--- config.mk ---
export PLATFORM = sky130hd
export DESIGN_NAME = maskgen_top
export DESIGN_NICKNAME = d
export VERILOG_FILES = /design/src/rtl/maskgen_pkg.sv /design/src/rtl/maskgen_lfsr.sv /design/src/rtl/maskgen_table.sv /design/src/rtl/maskgen_seq.sv /design/src/rtl/maskgen_merge.sv /design/src/rtl/maskgen_top.sv
export SDC_FILE = /design/constraint.sdc
export NUM_CORES = 1
export LEC_CHECK = 0
export ABC_AREA = 1
export BUFFER_PORTS_ARGS = -buffer_cell sky130_fd_sc_hd__buf_2
export CORE_MARGIN = 1
export CORE_UTILIZATION = 35
export DETAILED_ROUTE_END_ITERATION = 6
export HOLD_SLACK_MARGIN = 0.06
export PLACE_DENSITY = 0.51
export RECOVER_POWER = 50
export REMOVE_ABC_BUFFERS = 1
export SYNTH_ARGS = -nofsm -noshare
export SYNTH_HDL_FRONTEND = slang
export SYNTH_SLANG_ARGS = --single-unit
--- constraint.sdc ---
create_clock -name clk -period 2 [get_ports clk]
set_input_delay 0.1 -clock clk [delete_from_list [all_inputs] [get_ports clk]]
set_output_delay 0.1 -clock clk [all_outputs]
set_load 0.005 [all_outputs]
--- src/rtl/maskgen_pkg.sv ---
package maskgen_pkg;

    localparam int CNT_RAW_W = 8;
    localparam int CNT_MIN   = 2;
    localparam int CNT_MAX   = 200;

    typedef enum logic [1:0] {
        PH_IDLE = 2'd0,
        PH_WARM = 2'd1,
        PH_MASK = 2'd2
    } phase_e;

    typedef struct packed {
        phase_e phase;
        logic   done;
    } seq_ctl_t;

    function automatic int clamp_count(input int raw);
        if (raw < CNT_MIN) return CNT_MIN;
        if (raw > CNT_MAX) return CNT_MAX;
        return raw;
    endfunction

    function automatic int popcount64(input logic [63:0] v);
        int n;
        n = 0;
        for (int b = 0; b < 64; b++) begin
            if (v[b]) n++;
        end
        return n;
    endfunction

endpackage

--- src/rtl/maskgen_lfsr.sv ---
module maskgen_lfsr #(
    parameter int               WIDTH = 16,
    parameter logic [WIDTH-1:0] TAPS  = 16'hB400,
    parameter logic [WIDTH-1:0] SEED  = 16'hACE1
) (
    input  logic             clk,
    input  logic             rst,
    input  logic             load,
    input  logic             step,
    output logic [WIDTH-1:0] state
);
    logic [WIDTH-1:0] nxt;

    always_comb begin
        nxt = state >> 1;
        if (state[0]) nxt = nxt ^ TAPS;
    end

    always_ff @(posedge clk) begin
        if (rst)       state <= SEED;
        else if (load) state <= SEED;
        else if (step) state <= nxt;
    end


    lfsr_nonzero_chk: assert property (@(posedge clk) disable iff (rst)
        state != '0);


    lfsr_moves_chk: assert property (@(posedge clk) disable iff (rst)
        (step && !load) |=> state != $past(state));


    lfsr_holds_chk: assert property (@(posedge clk) disable iff (rst)
        (!step && !load) |=> $stable(state));

endmodule

--- src/rtl/maskgen_table.sv ---
module maskgen_table #(
    parameter int                             WIDTH     = 16,
    parameter int                             NUM_MASKS = 4,
    parameter logic [NUM_MASKS*WIDTH-1:0]     MASK_VAL  = '0,
    parameter logic [NUM_MASKS*WIDTH-1:0]     MASK_EN   = '0,
    parameter logic [NUM_MASKS*8-1:0]         MASK_CNT  = '0,
    localparam int                            IDX_W     = (NUM_MASKS > 1) ? $clog2(NUM_MASKS) : 1
) (
    input  logic             clk,
    input  logic             rst,
    input  logic [IDX_W-1:0] slot_i,
    output logic [WIDTH-1:0] val_o,
    output logic [WIDTH-1:0] en_o,
    output logic [7:0]       cnt_o,
    output logic [IDX_W-1:0] src_o
);
    import maskgen_pkg::*;

    function automatic int entry_pop(input int i);
        return popcount64(64'(MASK_EN[i*WIDTH +: WIDTH]));
    endfunction

    // Table index that lands in run position k.
    function automatic int slot_source(input int k);
        int rank;
        for (int i = 0; i < NUM_MASKS; i++) begin
            rank = 0;
            for (int j = 0; j < NUM_MASKS; j++) begin
                if (entry_pop(j) < entry_pop(i) ||
                    (entry_pop(j) == entry_pop(i) && j < i))
                    rank++;
            end
            if (rank == k) return i;
        end
        return 0;
    endfunction

    logic [WIDTH-1:0] val_tab [NUM_MASKS];
    logic [WIDTH-1:0] en_tab  [NUM_MASKS];
    logic [7:0]       cnt_tab [NUM_MASKS];
    logic [IDX_W-1:0] src_tab [NUM_MASKS];

    for (genvar k = 0; k < NUM_MASKS; k++) begin : g_slot
        localparam int         SRC = slot_source(k);
        localparam logic [7:0] CNT = 8'(clamp_count(int'(MASK_CNT[SRC*8 +: 8])));
        assign val_tab[k] = MASK_VAL[SRC*WIDTH +: WIDTH];
        assign en_tab[k]  = MASK_EN[SRC*WIDTH +: WIDTH];
        assign cnt_tab[k] = CNT;
        assign src_tab[k] = IDX_W'(SRC);
    end

    assign val_o = val_tab[slot_i];
    assign en_o  = en_tab[slot_i];
    assign cnt_o = cnt_tab[slot_i];
    assign src_o = src_tab[slot_i];


    slot_range_chk: assert property (@(posedge clk) disable iff (rst)
        32'(slot_i) < NUM_MASKS);

endmodule

--- src/rtl/maskgen_seq.sv ---
module maskgen_seq #(
    parameter int  NUM_MASKS = 4,
    parameter int  WARMUP    = 2000,
    localparam int IDX_W     = (NUM_MASKS > 1) ? $clog2(NUM_MASKS) : 1,
    localparam int SPAN      = (WARMUP > maskgen_pkg::CNT_MAX) ? WARMUP : maskgen_pkg::CNT_MAX,
    localparam int CW        = $clog2(SPAN + 1)
) (
    input  logic                clk,
    input  logic                rst,
    input  logic                start_i,
    input  logic [7:0]          slot_cnt_i,
    output maskgen_pkg::phase_e phase_o,
    output logic [IDX_W-1:0]    slot_o,
    output logic                done_o
);
    import maskgen_pkg::*;

    seq_ctl_t         ctl_q;
    logic [CW-1:0]    cnt_q;
    logic [IDX_W-1:0] slot_q;
    logic             last_vec;
    logic             last_slot;
    logic             busy;

    assign busy      = ctl_q.phase != PH_IDLE;
    assign last_slot = slot_q == IDX_W'(NUM_MASKS - 1);

    always_comb begin
        last_vec = 1'b0;
        if (ctl_q.phase == PH_WARM)
            last_vec = cnt_q == CW'(WARMUP - 1);
        else if (ctl_q.phase == PH_MASK)
            last_vec = cnt_q == CW'(slot_cnt_i - 8'd1);
    end

    always_ff @(posedge clk) begin
        if (rst) begin
            ctl_q  <= '{phase: PH_IDLE, done: 1'b0};
            cnt_q  <= '0;
            slot_q <= '0;
        end else begin
            ctl_q.done <= 1'b0;
            unique case (ctl_q.phase)
                PH_IDLE: begin
                    if (start_i) begin
                        ctl_q.phase <= PH_WARM;
                        cnt_q       <= '0;
                        slot_q      <= '0;
                    end
                end
                PH_WARM: begin
                    if (last_vec) begin
                        ctl_q.phase <= PH_MASK;
                        cnt_q       <= '0;
                        slot_q      <= '0;
                    end else begin
                        cnt_q <= cnt_q + 1'b1;
                    end
                end
                PH_MASK: begin
                    if (last_vec) begin
                        cnt_q <= '0;
                        if (last_slot) begin
                            ctl_q.phase <= PH_IDLE;
                            ctl_q.done  <= 1'b1;
                        end else begin
                            slot_q <= slot_q + 1'b1;
                        end
                    end else begin
                        cnt_q <= cnt_q + 1'b1;
                    end
                end
                default: ctl_q.phase <= PH_IDLE;
            endcase
        end
    end

    assign phase_o = ctl_q.phase;
    assign slot_o  = slot_q;
    assign done_o  = ctl_q.done;


    begin_on_start_chk: assert property (@(posedge clk) disable iff (rst)
        $rose(busy) |-> $past(start_i));


    mask_run_bound_chk: assert property (@(posedge clk) disable iff (rst)
        (ctl_q.phase == PH_MASK) |-> 32'(cnt_q) < CNT_MAX);


    slot_step_chk: assert property (@(posedge clk) disable iff (rst)
        (ctl_q.phase == PH_MASK && $past(ctl_q.phase) == PH_MASK && slot_q != $past(slot_q))
            |-> slot_q == $past(slot_q) + 1'b1);


    done_idle_chk: assert property (@(posedge clk) disable iff (rst)
        ctl_q.done |-> !busy);


    done_single_chk: assert property (@(posedge clk) disable iff (rst)
        ctl_q.done |=> !ctl_q.done);


    restart_ignored_chk: assert property (@(posedge clk) disable iff (rst)
        (ctl_q.phase == PH_WARM && start_i && !last_vec) |=> ctl_q.phase == PH_WARM);

endmodule

--- src/rtl/maskgen_merge.sv ---
module maskgen_merge #(
    parameter int WIDTH = 16
) (
    input  logic             apply_i,
    input  logic [WIDTH-1:0] rnd_i,
    input  logic [WIDTH-1:0] val_i,
    input  logic [WIDTH-1:0] en_i,
    output logic [WIDTH-1:0] vec_o
);
    for (genvar b = 0; b < WIDTH; b++) begin : g_bit
        assign vec_o[b] = (apply_i && en_i[b]) ? val_i[b] : rnd_i[b];
    end
endmodule

--- src/rtl/maskgen_top.sv ---
module maskgen_top #(
    parameter int                         WIDTH     = 16,
    parameter int                         NUM_MASKS = 4,
    parameter int                         WARMUP    = 2000,
    parameter logic [WIDTH-1:0]           TAPS      = 16'hB400,
    parameter logic [WIDTH-1:0]           SEED      = 16'hACE1,
    parameter logic [NUM_MASKS*WIDTH-1:0] MASK_VAL  = 64'h0015_8000_0001_5A00,
    parameter logic [NUM_MASKS*WIDTH-1:0] MASK_EN   = 64'h001F_8100_0003_FF00,
    parameter logic [NUM_MASKS*8-1:0]     MASK_CNT  = 32'h64_64_64_64,
    localparam int                        IDX_W     = (NUM_MASKS > 1) ? $clog2(NUM_MASKS) : 1
) (
    input  logic             clk,
    input  logic             rst,
    input  logic             start,
    output logic             vec_valid,
    output logic [WIDTH-1:0] vec_out,
    output logic             mask_on,
    output logic [IDX_W-1:0] mask_idx,
    output logic             done
);
    import maskgen_pkg::*;

    phase_e           phase;
    logic [IDX_W-1:0] slot;
    logic [WIDTH-1:0] rnd;
    logic [WIDTH-1:0] cur_val;
    logic [WIDTH-1:0] cur_en;
    logic [7:0]       cur_cnt;
    logic [IDX_W-1:0] cur_src;
    logic             busy;
    logic             load;

    assign busy = phase != PH_IDLE;
    assign load = start && phase == PH_IDLE;

    maskgen_lfsr #(.WIDTH(WIDTH), .TAPS(TAPS), .SEED(SEED)) u_lfsr (
        .clk(clk), .rst(rst), .load(load), .step(busy), .state(rnd)
    );

    maskgen_table #(
        .WIDTH(WIDTH), .NUM_MASKS(NUM_MASKS),
        .MASK_VAL(MASK_VAL), .MASK_EN(MASK_EN), .MASK_CNT(MASK_CNT)
    ) u_table (
        .clk(clk), .rst(rst), .slot_i(slot),
        .val_o(cur_val), .en_o(cur_en), .cnt_o(cur_cnt), .src_o(cur_src)
    );

    maskgen_seq #(.NUM_MASKS(NUM_MASKS), .WARMUP(WARMUP)) u_seq (
        .clk(clk), .rst(rst), .start_i(start), .slot_cnt_i(cur_cnt),
        .phase_o(phase), .slot_o(slot), .done_o(done)
    );

    maskgen_merge #(.WIDTH(WIDTH)) u_merge (
        .apply_i(phase == PH_MASK), .rnd_i(rnd),
        .val_i(cur_val), .en_i(cur_en), .vec_o(vec_out)
    );

    assign vec_valid = busy;
    assign mask_on   = phase == PH_MASK;
    assign mask_idx  = mask_on ? cur_src : '0;


    pinned_bits_chk: assert property (@(posedge clk) disable iff (rst)
        mask_on |-> ((vec_out ^ cur_val) & cur_en) == '0);


    free_bits_chk: assert property (@(posedge clk) disable iff (rst)
        mask_on |-> ((vec_out ^ rnd) & ~cur_en) == '0);


    warm_raw_chk: assert property (@(posedge clk) disable iff (rst)
        !mask_on |-> vec_out == rnd);

endmodule

-- Yosys cells after proc, flatten, opt, wreduce, memory -nomap -nowiden
Index checks and enable logic that the tools add are counted.
- magnitude comparators: 1
- bitwise operators: 4
- add/sub/neg operators: 3
- eq/ne operators: 10
- muxes and demuxes: 45
- reductions and logical operators: 27
- operators with widths (cell ; count):
    16-bit 2-to-1 mux ; 5
    16-bit binary-select mux with 2-bit select ; 2
    11-bit 2-to-1 mux ; 2
    11-bit case mux with 2 select lines ; 1
    1-bit 2-to-1 mux ; 18
    2-bit 2-to-1 mux ; 9
    1-bit logical AND ; 17
    8-bit binary-select mux with 2-bit select ; 1
    8-bit 2-to-1 mux ; 2
    2-bit case mux with 3 select lines ; 2
    11-bit by 1-bit adder with 11-bit output (second input constant) ; 1
    11-bit == test ; 1
    11-bit == test (second input constant) ; 1
    8-bit by 1-bit subtractor with 9-bit output (second input constant) ; 1
    3-bit 2-to-1 mux ; 2
    2-bit by 1-bit inequality test with 1-bit output (second input constant) ; 3
    5-bit AND reduction ; 1
    2-bit binary-select mux with 2-bit select ; 1
    2-bit == test (second input constant) ; 2
    2-bit inequality test (second input constant) ; 2
    3-bit NOT with 4-bit output ; 1
    4-bit AND reduction ; 1
    2-bit nonzero test ; 2
    2-bit OR reduction ; 2
    9 further kinds ; 10
- word-level logic and storage cells: 95
- output and inout port bits: 21
- bits in registers: 32

-- Longest topological paths before layout
Gate-level depths: netlist of run 1.
- depth in word-level cells: 10
- mapped depth: 12
- gate-level depth less buffers: 11

-- Cells and area by module
A second synthesis of run 1 with hierarchy kept.
- cell total of the unflattened synthesis: 438
- area total of the unflattened synthesis: 2768.9 um^2
- modules (own cells, without submodules) (module ; cells an instance ; area each (um^2) ; times used):
    maskgen_seq ; 217 ; 1305.0 ; 1
    maskgen_lfsr ; 95 ; 767.0 ; 1
    maskgen_table ; 48 ; 354.1 ; 1
    maskgen_merge ; 67 ; 294.0 ; 1
    maskgen_top ; 11 ; 48.8 ; 1

-- Worst setup path before layout of run 1
Ideal clock, no wire load.
- path kind: flip-flop to flip-flop
- start: register, netlist name u_seq.phase_o[0]
- end: register u_seq.slot_q[0] (netlist: u_seq.slot_o[0])
- arrival: 1.442 ns
- setup slack: 0.445 ns
- required time: 1.887 ns
- library setup time: 0.113 ns
- period minus slack after synthesis: 1.555 ns
- cell stages (with the launch flop): 11
- cell sequence: dfxtp_1 > inv_1 > ha_1 > buf_2 > nand2_2 > inv_2 > or2_1 > a21oi_2 > nand3_2 > nor2_1 > nor2_1
- cells in the longest elaborated chain, start to end: 5
- elaborated cells between the ends (all ways): 12
- classes of those cells: eq/ne: 6; mux: 3; reduce/logical: 3
- RTL lines (element ; line ; RTL):
    2-bit == test * ; n/a ;
    via mask_on ; maskgen_top.sv:17 ; output logic mask_on,
    1-bit 2-to-1 mux ; maskgen_seq.sv:32 ; else if (ctl_q.phase == PH_MASK)
    1-bit 2-to-1 mux ; maskgen_seq.sv:30 ; if (ctl_q.phase == PH_WARM)
    2-bit by 1-bit inequality test with 1-bit output (no source line) ; n/a ;
    5-bit AND reduction (no source line) ; n/a ;
    end signal: assignment ; maskgen_seq.sv:67 ; slot_q <= slot_q + 1'b1;
    end: declaration ; maskgen_seq.sv:20 ; logic [IDX_W-1:0] slot_q;
The timed path passes the listed nets; every way through them passes the cells marked *.
A chain may end at the register's enable or synchronous reset.

-- Worst setup path after layout of run 1
- start: register, netlist name u_seq.phase_o[0]
- end: output port vec_out[9]
- cells in the longest elaborated chain, start to end: 3
- RTL lines (element ; line ; RTL):
    2-bit == test ; maskgen_top.sv:54 ; .apply_i(phase == PH_MASK), .rnd_i(rnd),
    1-bit logical AND ; maskgen_merge.sv:11 ; assign vec_o[b] = (apply_i && en_i[b]) ? val_i[b] : rnd_i[b];
    1-bit 2-to-1 mux ; maskgen_merge.sv:11 ;
    end: declaration ; maskgen_top.sv:16 ; output logic [WIDTH-1:0] vec_out,
Every way passes these cells.

==> results of run 1 <==
## metal layers
layer  vias up  track usage  routed length, um
li1        815            -                  -
met1       650       0.2102               1943
met2        20       0.2461               1549
met3         6      0.03867                117
met4         0      0.05882                 61
met5         -            0                  0
## worst paths after layout
path / from / endpoint / slack (ns) / depth (start not counted)
worst max register to register: u_seq.phase_o[0] / u_seq.slot_o[1] / 0.25 / 10
worst min-delay path: start / u_lfsr.state[14] / 0.34 / 4
worst max-delay path: u_seq.phase_o[0] / vec_out[9] / 0.16 / 6
worst min register to register: u_lfsr.state[1] / u_lfsr.state[1] / 0.47 / 2
## placed cells by master, fill, tap and decap left out, drive strengths merged
| master | instances |
|---|---|
| buf | 20 |
| o21ai | 4 |
| or2 | 9 |
| nor2 | 33 |
| o211ai | 4 |
| dlygate4sd3 | 1 |
| a21oi | 18 |
| inv | 27 |
| nand3 | 11 |
| nand4 | 5 |
| and3 | 1 |
| ha | 9 |
| and2 | 1 |
| xor2 | 4 |
| mux2 | 1 |
| dfxtp | 32 |
| nand2 | 68 |
| clkinv | 2 |
| nor3 | 8 |
| clkbuf | 12 |
## worst reg2reg max path, cell delays in order (launching register included)
cell     delay, ns
dfxtp_1       0.36
inv_1         0.09
ha_1          0.32
nand2_1       0.18
inv_2         0.09
or2_1         0.22
a21oi_2       0.12
nand3_2       0.11
nand2_1       0.07
nand2_1       0.05
nor2_1        0.08
## timing repair
| action | in CTS | in global routing |
|---|---|---|
| hold buffers | 1 | 0 |
| resized for setup | 0 | 0 |
| buffers inserted | 0 | 0 |
| endpoints found under the hold margin | 3 | 0 |
## area by class of cell
type,count,area [um^2],share of cell area
multi-input combinational,176,963.4,0.4768
sequential,32,640.6,0.3170
tap,67,83.83,0.04149
clock buffer,6,82.58,0.04087
inverter,27,101.3,0.05015
clock inverter,2,10.01,0.004954
timing repair buffer,27,138.9,0.06873
## cells by family after synthesis
family          count (synthesis)  share of synthesized area
simple gates                  136                     0.3717
buf+inv                        36                    0.08599
flops                          32                     0.3639
compound gates                 26                    0.08813
fa+ha+maj                       9                    0.06397
xor+xnor                        4                    0.01990
mux                             1                   0.006396
## where the power goes
group          total, mW  internal [mW]  leakage [nW]  switching [mW]
Sequential         0.892          0.775         0.261           0.117
Clock              0.515          0.274        0.0510           0.241
Combinational       1.01          0.399         0.585           0.614
## metrics by stage
stage	total power [mW]	setup slack [ns]
2_1_floorplan	1.592	0.04893
3_3_place_gp	1.958	0.2435
3_5_place_dp	1.956	0.2460
4_1_cts	2.483	0.1747
5_1_grt	2.647	0.03685
6_report	2.420	0.1614
## sequential cells by signal (all words and copies together), names as in the netlist
register       flops
u_seq.phase_o      2
u_lfsr.state      16
u_seq.slot_o       2
u_seq.cnt_q       11
u_seq.done_o       1
==> results by group, run 1 <==
Global routing
  – Grt ovf: 0
  – Initial antenna violation count: 0
  – First-pass GRT wire length: ~6400 um
  – Largest net degree at the start of global routing: 17
  – Total track usage: 0.1576
  – Number of global-route vias before repair: roughly 1400

Floorplan
  – Die Wd: around 73 um
  – Initial core utilization: 0.3678
  – I/O pin count: 24
  – FP Rows: 25
  – Core area: between 4000 and 5000 um^2
  – Full die area: about 5300 um^2
  – Vert. Die Dim: approximately 73 um

Finish
  – Share of cells above drive strength 1: 0.2259
  – Layout area overhead: 14.78%
  – Utilization after layout: 0.4222
  – ANT cells: 0
  – Cell area after layout: slightly above 2000 um^2
  – Fillers: 521
  – Non-Filler Instances: between 300 and 400
  – Final nets: ~280

Worst setup path
  – Startpoint Class: register
  – Worst Path Max Fanout: 9
  – Worst EP required: 1.90 ns
  – CP delay by family, top: simple AND/OR/NAND/NOR gates
  – Critical path buffers and inverters: 3
  – Crit path cell chain: inv_1, ha_1, nand2_1, inv_2, or2_2, buf_2
  – Worst Path Class, Setup: reg2out
  – Worst path max stage delay: between 0.3 and 0.4 ns
  – Worst Path Arrival: approximately 1.7 ns
  – Crit-path slowest cell: dfxtp_1
  – Nature of the critical path endpoint: output port

Timing
  – Final setup viols: 0
  – Final clock period utilization by the worst path: 0.9193
  – Hold WS: 0.3378 ns
  – Max Clock Skew: ~0.0075 ns
  – Setup_tns: 0 ns
  – Tightest Pin Transition: between 0.3 and 0.4 ns
  – Endpoints failing hold: 0
  – Slew Limit Headroom: 0.7756
  – Final slew viol count: 0
  – Final min period: 1.839 ns
  – Max Freq: between 500 and 600 MHz
  – RSZ-0062 raised after global routing: no

Logic synthesis
  – #FFs+latches synth: 32
  – Top cells by area, synth: dfxtp_1 (36%), nand2_1 (13%), ha_1 (6.4%), nor2_1 (6.0%), inv_1 (4.9%)
  – Syn Inst Count: between 200 and 250
  – Top cell type's share of synthesized area: 0.3639
  – Post-synth top cells: nand2_1 (61), dfxtp_1 (32), nor2_1 (28), inv_1 (23), a21oi_1 (14)
  – Post-Syn Area: 1760 um^2
  – Post-synth EDFFs: 0
  – Syn Area/Cell: between 7 and 8 um^2
  – Area leader, netlist: dfxtp_1
  – Library cells used by synthesis: 29
  – Ys async rst share: 0
  – Yosys synthesis warning count: 0
  – Share of the yosys chip area belonging to registers: 0.3639
  – Count leader, synth: nand2_1
  – Top_reg_cell synth: dfxtp_1

Job
  – Max Cap Viol: 0

Placement
  – GP Congestion: about 0.77
  – Cell Area, Placed: 1932 um^2
  – Hpwl dp: 2721 um
  – Cell count after placement: between 300 and 400
  – Port bufs: 23

Power
  – Peak supply drop: 0.5677 mV
  – Pwr Density: around 1200 nW/um^2
  – Leakage Power: around 0.9 nW

Drt
  – Drt first pass iters: 4
  – Initial DRC count: 65
  – Drc violations: 0
  – WL per Instance: 10.90 um
  – Routed wire length: between 3000 and 4000 um
  – Vias per cell: between 4 and 5
  – Antenna Nets Post-Route: 0
  – Routed via count: around 1500

Clock network
  – Clock Pin Slew Worst Setup and Hold Paths: 0.07 ns
  – H-tree level count: 2
  – Clk buf depth: 2
  – CTS Buf Count: 5
  – CTS Root Cell: clkbuf_8
  – Clk_lat worst skew: ~0.28 ns
  – Clock tree sinks: 32
  – CTS tree: yes

Hold path
  – Min-delay worst type: in2reg

Status
  – Result of the run: complete, no violations
No activity file was read; power rests on OpenSTA's default activity.
==> run 2, diff against run 1 <==
- GPL_TIMING_DRIVEN: default -> 0
==> run 2 against run 1 <==
  * Via count fell by 0.27%
  * Combinational power is 4% higher
  * Routed wire length up 1.4%
  * Core utilization rose by 0.52 points
  * Critical path type unchanged
  * Critical endpoint is now vec_out[0]
==> results by group, run 2 (same netlist as run 1, synthesis figures left out) <==
Placement
  – GP Congestion: 0.7600 (was 0.7735)
  – Dpl ws: -0.4402 ns (was 0.2460 ns)
  – Hpwl dp: 2641 um (was 2721 um)
  – Port bufs: 23 (unchanged)

Drt
  – Routed wire length: 3724 um (was 3672 um)
  – Antenna Nets Post-Route: 0 (unchanged)
  – Drc violations: 0 (unchanged)
  – Drt first pass iters: 4 (unchanged)
  – Vias per cell: 4.452 (was 4.424)
  – Initial DRC count: 89 (was 65)
  – Routed via count: 1487 (was 1491)
  – WL per Instance: 11.15 um (was 10.90 um)

Status
  – Result of the run: complete, no violations (unchanged)

Worst setup path
  – Reg2Reg Depth: 11 (was 10)
  – RR Endpoint: u_seq.cnt_q[4] (was u_seq.slot_o[1])
  – Worst Path Class, Setup: reg2out (unchanged)
  – Crit path cell chain: inv_1, ha_1, o21ai_0, inv_1, or2_2, buf_2 (was inv_1, ha_1, nand2_1, inv_2, or2_2, buf_2)
  – Setup crit end: vec_out[0] (was vec_out[9])
  – Startpoint Class: register (unchanged)
  – Worst EP required: 1.90 ns (about the same)
  – Worst Path Max Fanout: 9 (unchanged)
  – Worst Path Arrival: 1.78 ns (was 1.74 ns)
  – Crit. Startpoint: u_seq.phase_o[0] (unchanged)
  – Launching point of the worst reg2reg path: u_seq.phase_o[0] (unchanged)
  – Worst path most repeated cell: inv_1
  – Nature of the critical path endpoint: output port (unchanged)
  – R2r setup slk: 0.16 ns (was 0.25 ns)
  – Crit-path slowest cell: dfxtp_1 (unchanged)
  – Worst path max stage delay: 0.36 ns (about the same)

Finish
  – Highest-count cells in the layout ignoring fill and taps: nand2_1 (60), dfxtp_1 (32), nor2_1 (28), inv_1 (23), buf_2 (17) (was nand2_1 (63), dfxtp_1 (32), nor2_1 (28), inv_1 (23), buf_2 (18))
  – Layout area overhead: 16.20% (was 14.78%)
  – ANT cells: 0 (unchanged)
  – Fillers: 516 (was 521)
  – Commonest non-fill, non-tap cell in the layout: nand2_1 (unchanged)
  – Final nets: 278 (was 281)
  – Largest registers: u_lfsr.state x16, u_seq.cnt_q x11 (unchanged)
  – Largest register FFs: 16 (unchanged)
  – Share of cells above drive strength 1: 0.2285 (was 0.2259)
  – Biggest register: u_lfsr.state (unchanged)

Power
  – Seq pwr share: 0.346 (was 0.368)
  – Peak supply drop: 0.5903 mV (was 0.5677 mV)
  – Overall Power: 2.572 mW (was 2.420 mW)
  – Share of total power in combinational logic: 0.408 (was 0.419)
  – P_int: 1.550 mW (was 1.448 mW)
  – Switching power total: 1.023 mW (was 0.9718 mW)
  – Clock share of power: 0.245 (was 0.213)
  – Leakage Power: 0.8887 nW (was 0.8968 nW)
  – Sw Share: 0.3975 (was 0.4016)
  – Pwr Density: 1257 nW/um^2 (was 1197 nW/um^2)

Floorplan
  – Full die area: 5317 um^2 (unchanged)
  – FP Rows: 25 (unchanged)
  – Core area: 4786 um^2 (unchanged)
  – Vert. Die Dim: 72.92 um (unchanged)
  – Die Wd: 72.92 um (unchanged)
  – Initial core utilization: 0.3678 (unchanged)
  – I/O pin count: 24 (unchanged)

Clock network
  – CTS Root Cell: clkbuf_8 (unchanged)
  – H-tree level count: 2 (unchanged)
  – Clock tree sinks: 32 (unchanged)
  – Clk_lat worst skew: 0.29 ns (was 0.28 ns)
  – Post-CTS setup buffer count: 0 (unchanged)
  – Clock Pin Slew Worst Setup and Hold Paths: 0.08 ns (was 0.07 ns)
  – CTS tree: yes (unchanged)
  – CTS Buf Count: 5 (unchanged)
  – Clk buf depth: 2 (unchanged)

Global routing
  – Grt ovf: 0 (unchanged)
  – Number of global-route vias before repair: 1370 (was 1410)
  – Largest net degree at the start of global routing: 23 (was 17)
  – Total track usage: 0.1589 (was 0.1576)
  – First-pass GRT wire length: 6361 um (was 6403 um)
  – Initial antenna violation count: 0 (unchanged)

Timing
  – Final min period: 1.876 ns (was 1.839 ns)
  – Hold WS: 0.3420 ns (was 0.3378 ns)
  – Max Freq: 532.9 MHz (was 543.9 MHz)
  – Final clock period utilization by the worst path: 0.9382 (was 0.9193)
  – RSZ-0062 raised after global routing: no (unchanged)
  – Final setup viols: 0 (unchanged)
  – Final slew viol count: 0 (unchanged)
  – Worst Slack Setup Final: 0.1236 ns (was 0.1614 ns)
  – Setup_tns: 0 ns (unchanged)
  – Slew Limit Headroom: 0.7394 (was 0.7756)
  – Tightest Pin Transition: 0.3908 ns (was 0.3366 ns)
  – Max Clock Skew: 0.007967 ns (was 0.007527 ns)
  – Endpoints failing hold: 0 (unchanged)

Hold path
  – Min-delay worst type: in2reg (unchanged)
  – Hold Path Origin: start (unchanged)

Job
  – Max Cap Viol: 0 (unchanged)
==> run 2: worst min-delay path by stage <==
stage | to | slack [ns] | depth (start not counted)
floorplan | u_seq.cnt_q[1] | 0.17 | 1
global placement | u_seq.cnt_q[9] | 0.33 | 2
detailed placement | u_seq.cnt_q[9] | 0.33 | 2
CTS | u_seq.phase_o[0] | 0.34 | 5
global route | u_seq.cnt_q[0] | 0.37 | 5
finish | u_seq.cnt_q[0] | 0.34 | 5
==> run 2: critical path, delay by kind of cell (launching register included) <==
| kind | cells | cell delay (ns) |
|---|---|---|
| AOI/OAI and AO/OA | 1 | 0.17 |
| and+or+nand+nor | 1 | 0.27 |
| adders and majority gates | 1 | 0.35 |
| DFF | 1 | 0.36 |
| buffers and inverters | 3 | 0.33 |
==> run 2: routing by layer <==
metal  vias to the layer above  routed length [um]  share of wire  GRT usage
li1                        808                   -              -          -
met1                       656                2006           0.54     0.2208
met2                        16                1536           0.41     0.2316
met3                         7                 118          0.032    0.04282
met4                         0                  63          0.017    0.06536
met5                         -                   0              0          0
==> run 2: power groups by stage <==
stage          clock network (mW)  registers [mW]  logic [mW]
6_report                    0.631           0.890        1.05
5_1_grt                     0.676           0.914        1.22
4_1_cts                     0.651           0.892        1.06
3_5_place_dp                    0           0.904        1.00
3_3_place_gp                    0           0.900        1.01
2_1_floorplan                   0           0.874       0.718
==> run 2: final cells by class <==
cell class              count  area [um^2]  area share
well taps                  67        83.83     0.04098
inverters                  27        103.9     0.05076
repair buffers             24        117.6     0.05749
multi-input cells         176        988.4      0.4832
clock inverters             3        42.54     0.02080
clock buffers               5        68.82     0.03364
flip-flops and latches     32        640.6      0.3131
==> run 2: through the flow <==
step,cell area [um^2],utilization,cells
finish,2046,0.4275,334
global route,2046,0.4275,334
CTS,2048,0.4280,334
detailed placement,1909,0.3990,325
global placement,1909,0.3990,325
floorplan,1710,-,235
==> run 2: timing repair <==
action,4_1_cts,5_1_grt
resized for setup,4,1
setup endpoints to repair,24,2
endpoints found under the hold margin,3,0
pin swaps,0,0
gates cloned,0,0
hold buffers,1,0
